[config.mk]
export PLATFORM = sky130hd
export DESIGN_NAME = nor_erase_timer
export DESIGN_NICKNAME = d
export VERILOG_FILES = /design/src/rtl/nor_erase_timer.sv
export SDC_FILE = /design/constraint.sdc
export NUM_CORES = 1
export LEC_CHECK = 0
export BUFFER_PORTS_ARGS = -buffer_cell sky130_fd_sc_hd__buf_2
export CAP_MARGIN = 0
export CORE_UTILIZATION = 27
export DETAILED_ROUTE_END_ITERATION = 16
export MAX_ROUTING_LAYER = met4
export SYNTH_ARGS = -nofsm -noshare
export SYNTH_HDL_FRONTEND = slang
export SYNTH_SLANG_ARGS = --single-unit
[constraint.sdc]
create_clock -name clk -period 4 [get_ports clk]
set_input_delay 0.2 -clock clk [delete_from_list [all_inputs] [get_ports clk]]
set_output_delay 0.2 -clock clk [all_outputs]
set_load 0.1 [all_outputs]
[src/rtl/nor_erase_timer.sv]
module nor_erase_timer #(
  parameter int NUM_SECTORS = 8,
  parameter int US_PER_MS   = 1000,
  parameter int WINDOW_US   = 50,
  parameter int BLK_EXP     = 9,
  parameter int CHIP_EXP    = 12,
  parameter int TIME_W      = 32
) (
  input  logic                           clk,
  input  logic                           rst_n,
  input  logic                           tick_us,
  input  logic                           cmd_sector_erase,
  input  logic                           cmd_chip_erase,
  input  logic                           cmd_suspend,
  input  logic                           cmd_resume,
  input  logic                           cmd_other,
  input  logic [$clog2(NUM_SECTORS)-1:0] sector_idx,
  input  logic                           status_rd,
  input  logic [$clog2(NUM_SECTORS)-1:0] rd_sector,
  input  logic                           prog_active,
  output logic [7:0]                     status_byte,
  output logic                           rd_status,
  output logic                           busy,
  output logic                           suspended,
  output logic [NUM_SECTORS-1:0]         erase_map,
  output logic                           done
);
  localparam int CNT_W = $clog2(NUM_SECTORS + 1);
  localparam logic [TIME_W-1:0] WIN_T  = TIME_W'(WINDOW_US);
  localparam logic [TIME_W-1:0] BLK_T  = TIME_W'(US_PER_MS) << BLK_EXP;
  localparam logic [TIME_W-1:0] CHIP_T = TIME_W'(US_PER_MS) << CHIP_EXP;
  localparam logic [TIME_W-1:0] ONE_T  = TIME_W'(1);

  typedef enum logic [1:0] {M_IDLE, M_WIN, M_SEC, M_CHIP} mode_t;

  mode_t             mode;
  logic [TIME_W-1:0] tmr, saved;
  logic [CNT_W-1:0]  npend;
  logic              dq7, dq6, dq3, dq2;

  wire [TIME_W-1:0] batch_t = TIME_W'(npend) * BLK_T;
  wire              last    = tick_us && (tmr == ONE_T);
  wire              marked  = erase_map[rd_sector];
  wire              susp_hit = suspended && marked;
  wire              tog2 = status_rd && (busy || susp_hit);
  wire              tog6 = status_rd && (busy || (!susp_hit && prog_active));

  assign busy        = (mode != M_IDLE);
  assign suspended   = (saved != '0);
  assign rd_status   = busy || susp_hit || prog_active;
  assign status_byte = {dq7, dq6, 2'b00, dq3, dq2, 2'b00};

  always_ff @(posedge clk) begin
    if (!rst_n) begin
      mode <= M_IDLE; tmr <= '0; saved <= '0; npend <= '0; erase_map <= '0;
      dq7 <= 1'b0; dq6 <= 1'b0; dq3 <= 1'b0; dq2 <= 1'b0; done <= 1'b0;
    end else begin
      done <= 1'b0;
      if (tog2) dq2 <= ~dq2;
      if (tog6) dq6 <= ~dq6;
      case (mode)
        M_IDLE: begin
          if (!suspended) begin
            if (cmd_sector_erase) begin
              erase_map <= NUM_SECTORS'(1) << sector_idx;
              npend <= CNT_W'(1);
              dq7 <= 1'b0; dq3 <= 1'b0;
              tmr <= WIN_T; mode <= M_WIN;
            end else if (cmd_chip_erase) begin
              dq7 <= 1'b0;
              tmr <= CHIP_T; mode <= M_CHIP;
            end
          end else if (cmd_resume) begin
            tmr <= saved; saved <= '0;
            dq3 <= 1'b1; dq7 <= 1'b0;
            mode <= M_SEC;
          end
        end
        M_WIN: begin
          if (cmd_sector_erase) begin
            if (!erase_map[sector_idx]) npend <= npend + CNT_W'(1);
            erase_map <= erase_map | (NUM_SECTORS'(1) << sector_idx);
            dq7 <= 1'b0;
            tmr <= WIN_T;
          end else if (cmd_suspend) begin
            saved <= batch_t; tmr <= '0; mode <= M_IDLE;
          end else if (cmd_other || cmd_chip_erase || cmd_resume) begin
            erase_map <= '0; npend <= '0; tmr <= '0; mode <= M_IDLE;
          end else if (last) begin
            dq3 <= 1'b1; tmr <= batch_t; mode <= M_SEC;
          end else if (tick_us) begin
            tmr <= tmr - ONE_T;
          end
        end
        M_SEC: begin
          if (cmd_suspend) begin
            saved <= (tmr == '0) ? ONE_T : tmr;
            tmr <= '0; dq3 <= 1'b0; mode <= M_IDLE;
          end else if (last) begin
            erase_map <= '0; npend <= '0; tmr <= '0;
            dq3 <= 1'b0; dq7 <= ~dq7; done <= 1'b1; mode <= M_IDLE;
          end else if (tick_us) begin
            tmr <= tmr - ONE_T;
          end
        end
        M_CHIP: begin
          if (last) begin
            tmr <= '0; dq7 <= ~dq7; done <= 1'b1; mode <= M_IDLE;
          end else if (tick_us) begin
            tmr <= tmr - ONE_T;
          end
        end
        default: mode <= M_IDLE;
      endcase
    end
  end
endmodule

==> out/qor.json <==
{
  "worst_setup_path": {
    "critPathMaxFanout": 14,
    "rr_endpoint": "erase_map[7]",
    "critical_path_arrival_ps": 3580,
    "worst_r2r_path_depth": 6,
    "critical_path_class": "flip-flop to flip-flop",
    "setup_slack_of_the_most_critical_reg_to_reg_path_ps": 610,
    "setup.worst_path.start_class": "flip-flop",
    "crit_required_ps": 4190,
    "reg_to_reg_startpoint": "tmr[2]",
    "cp_endpoint_kind": "flip-flop"
  },
  "power_and_ir_drop": {
    "internal_power_contribution_mw": 2.27,
    "netSwitchingPower_mw": 2.26,
    "swShare_pct": 49.8,
    "clockPowerShare_pct": 21.5,
    "leakagePower_nw": 2.30,
    "power.share.sequential_pct": 23.9,
    "powerDensity_nw_per_um2": 730,
    "comb_power_share_pct": 54.5,
    "vdd_drop_max_uv": 667
  },
  "logic_synthesis": {
    "ys_dominant_reg_cell": "sky130_fd_sc_hd__dfxtp_1",
    "ranking_of_synthesized_cells_by_area": "sky130_fd_sc_hd__dfxtp_1, sky130_fd_sc_hd__nand2_1, sky130_fd_sc_hd__ha_1",
    "yosys_warning_count": 0,
    "flip_flop_and_latch_count_after_synthesis": 83,
    "portion_of_synthesized_cell_area_occupied_by_the_leading_cell_type_pct": 30.4,
    "synth.avg_cell_area_sq_um": 7.76,
    "synth_cell_type_count": 66,
    "async_flop_share_pct": 0,
    "synth-edff-count": 0,
    "synthesis.area_sq_um": 5470,
    "yosysSeqAreaShare_pct": 30.4,
    "post_synth_inst_count": 705,
    "synthDominantAreaCellType": "sky130_fd_sc_hd__dfxtp_1"
  },
  "min_path": {
    "hold_class": "input port to flip-flop",
    "hold-path-cell-count": 3,
    "hold_start": "sector_idx[1]",
    "hold-path-endpoint": "erase_map[3]"
  },
  "grt": {
    "grt_start_max_net_pins": 44,
    "first_pass_grt_wire_length_microns": 27200,
    "gr-total-overflow": 0,
    "vias_in_the_first_global_route": 5188,
    "antenna_found_initial": 0,
    "grt_util_all_layers_pct": 17.3
  },
  "final_layout": {
    "layout_cells_sized_above_1_pct": 11.3,
    "commonest_cells_after_routing_fill_and_taps_aside": "sky130_fd_sc_hd__nand2_1, sky130_fd_sc_hd__dfxtp_1, sky130_fd_sc_hd__a21oi_1",
    "antenna_cells_inserted": 0,
    "num-nets-final": 756,
    "syn_to_final_growth_pct": 13.3,
    "layout.cells.most_common": "sky130_fd_sc_hd__nand2_1",
    "filler_cell_count": 2176
  },
  "sta": {
    "period_share_pct": 84.6,
    "setup_viol": 0,
    "finalWorstPathRequiredPeriod_ps": 3390,
    "max_slew_margin_pct": 41.6,
    "slew_worst_pin_ps": 870,
    "timing.clock.skew_ps": 7.17,
    "maxClockFrequency_mhz": 295,
    "hold_viol": 0,
    "rsz_0062_raised_after_global_routing": "false",
    "max_slew_vio_count": 0,
    "fin_tns_setup_ps": 0,
    "worst_hold_slack_ps": 206
  },
  "floorplan": {
    "chipHeight_microns": 144,
    "ios": 36,
    "initial_utilization_pct": 27.8,
    "die_x_microns": 144,
    "row_count": 51,
    "die_area_sq_um": 20800,
    "design.core.area_sq_um": 19700
  },
  "placed_design": {
    "dp.final_hpwl_microns": 11700,
    "numPortBuffers": 31,
    "gpl.final_weighted_congestion": 0.880
  },
  "clock_tree": {
    "numCtsBuffers": 9,
    "cts_htree_levels": 3,
    "cts_tree": "yes",
    "post-cts-setup-buffer-count": 0,
    "postCtsHoldBufs": 0,
    "clk_latency_ps": 350,
    "root_buffer": "sky130_fd_sc_hd__clkbuf_16",
    "postCtsResizedCells": 0,
    "clk_transition_reported_paths_ps": 70,
    "cts_max_path_buffers": 2,
    "clock_sink_count": 83
  },
  "outcome": {
    "status": "finished clean"
  },
  "route": {
    "routed-via-count": 5540,
    "drc": 0,
    "via_per_inst": 5.65,
    "drt_first_pass_iters": 5,
    "ant_nets": 0,
    "routed_wire_length_per_instance_microns": 17.2,
    "drtIter0Drc": 490,
    "route.final.wire_length_microns": 16800
  },
  "flow_run": {
    "timing.max_cap.violations": 0
  }
}
## per-layer routing
metal / vias to the layer above / global-route usage [%] / part of all wire, %
met5: - / - / 0
met4: 0 / 6.32 / 1.7
met3: 19 / 3.41 / 6.6
met2: 186 / 26.3 / 46
met1: 2697 / 22.6 / 46
li1: 2638 / - / -
## how the worst max path moves through the flow
stage                     startpoint      endpoint  slack, ps  cells past startpoint
final                         tmr[2]  erase_map[7]        610                      6
after global routing          tmr[2]  erase_map[0]        460                      6
after CTS                     tmr[2]      npend[3]        640                      6
after detailed placement      tmr[2]      npend[3]        660                      6
after global placement        tmr[2]      npend[3]        670                      6
after floorplan               tmr[2]      npend[3]        770                      8
## area by class of cell
type | count | area, sq um | share of cell area [%]
Multi-Input combinational cell | 546 | 3500 | 56.5
Sequential cell | 83 | 1660 | 26.8
Clock inverter | 6 | 113 | 1.82
Tap cell | 265 | 332 | 5.35
Timing Repair Buffer | 47 | 275 | 4.44
Clock buffer | 10 | 229 | 3.69
Inverter | 23 | 86.3 | 1.39
## synth_stat cells (all sizes together), types with 6 or more instances
cell type  count
nand2         93
clkbuf        39
a31oi         15
o41ai          6
nor3          20
xor2           7
or3           10
or4           12
inv           23
dfxtp         83
o21ai         45
nor4          19
nand3         41
a211oi        15
ha            23
nor2          50
buf           17
fa             7
a32o          19
a21oi         57
a221oi         7
o31ai         12
## critical path, cell delays in order, from the launching register on
cell	delay, ps
sky130_fd_sc_hd__dfxtp_1	380
sky130_fd_sc_hd__or4_4	570
sky130_fd_sc_hd__or4_4	510
sky130_fd_sc_hd__or4_4	650
sky130_fd_sc_hd__a211oi_2	580
sky130_fd_sc_hd__and2_1	400
sky130_fd_sc_hd__a211oi_1	120
## flip-flops by register name, summed over array words and instances (netlist names)
signal	count
saved	32
mode	2
tmr	32
dq2	1
dq3	1
erase_map	8
done	1
npend	4
dq6	1
dq7	1
## per-stage QoR
step / power [mW] / setup WS [ps] / instances / utilization (%) / area (sq um)
after floorplan: 2.86 / 772 / 708 / - / 5480
after global placement: 3.51 / 674 / 964 / 29.8 / 5860
after detailed placement: 3.51 / 661 / 964 / 29.8 / 5860
after CTS: 4.50 / 638 / 980 / 31.5 / 6200
after global routing: 4.79 / 461 / 980 / 31.5 / 6200
final: 4.53 / 614 / 980 / 31.5 / 6200
## logic make-up after synthesis
kind of cell	count (synthesis)	synth area share (%)
simple gates	280	25.1
compound gates	212	26.0
flops	83	30.4
buf+inv	79	6.25
fa+ha+maj	30	7.82
xor+xnor	11	1.76
mux	9	2.61
other cells	1	0.0686
## power by group through the flow
stage	Clock, mW	Combinational (mW)	Sequential [mW]
final	0.975	2.47	1.08
after global routing	1.03	2.66	1.10
after CTS	0.992	2.43	1.08
after detailed placement	0	2.41	1.10
after global placement	0	2.42	1.10
after floorplan	0	1.74	1.11
No activity file was read; power rests on OpenSTA's default activity.
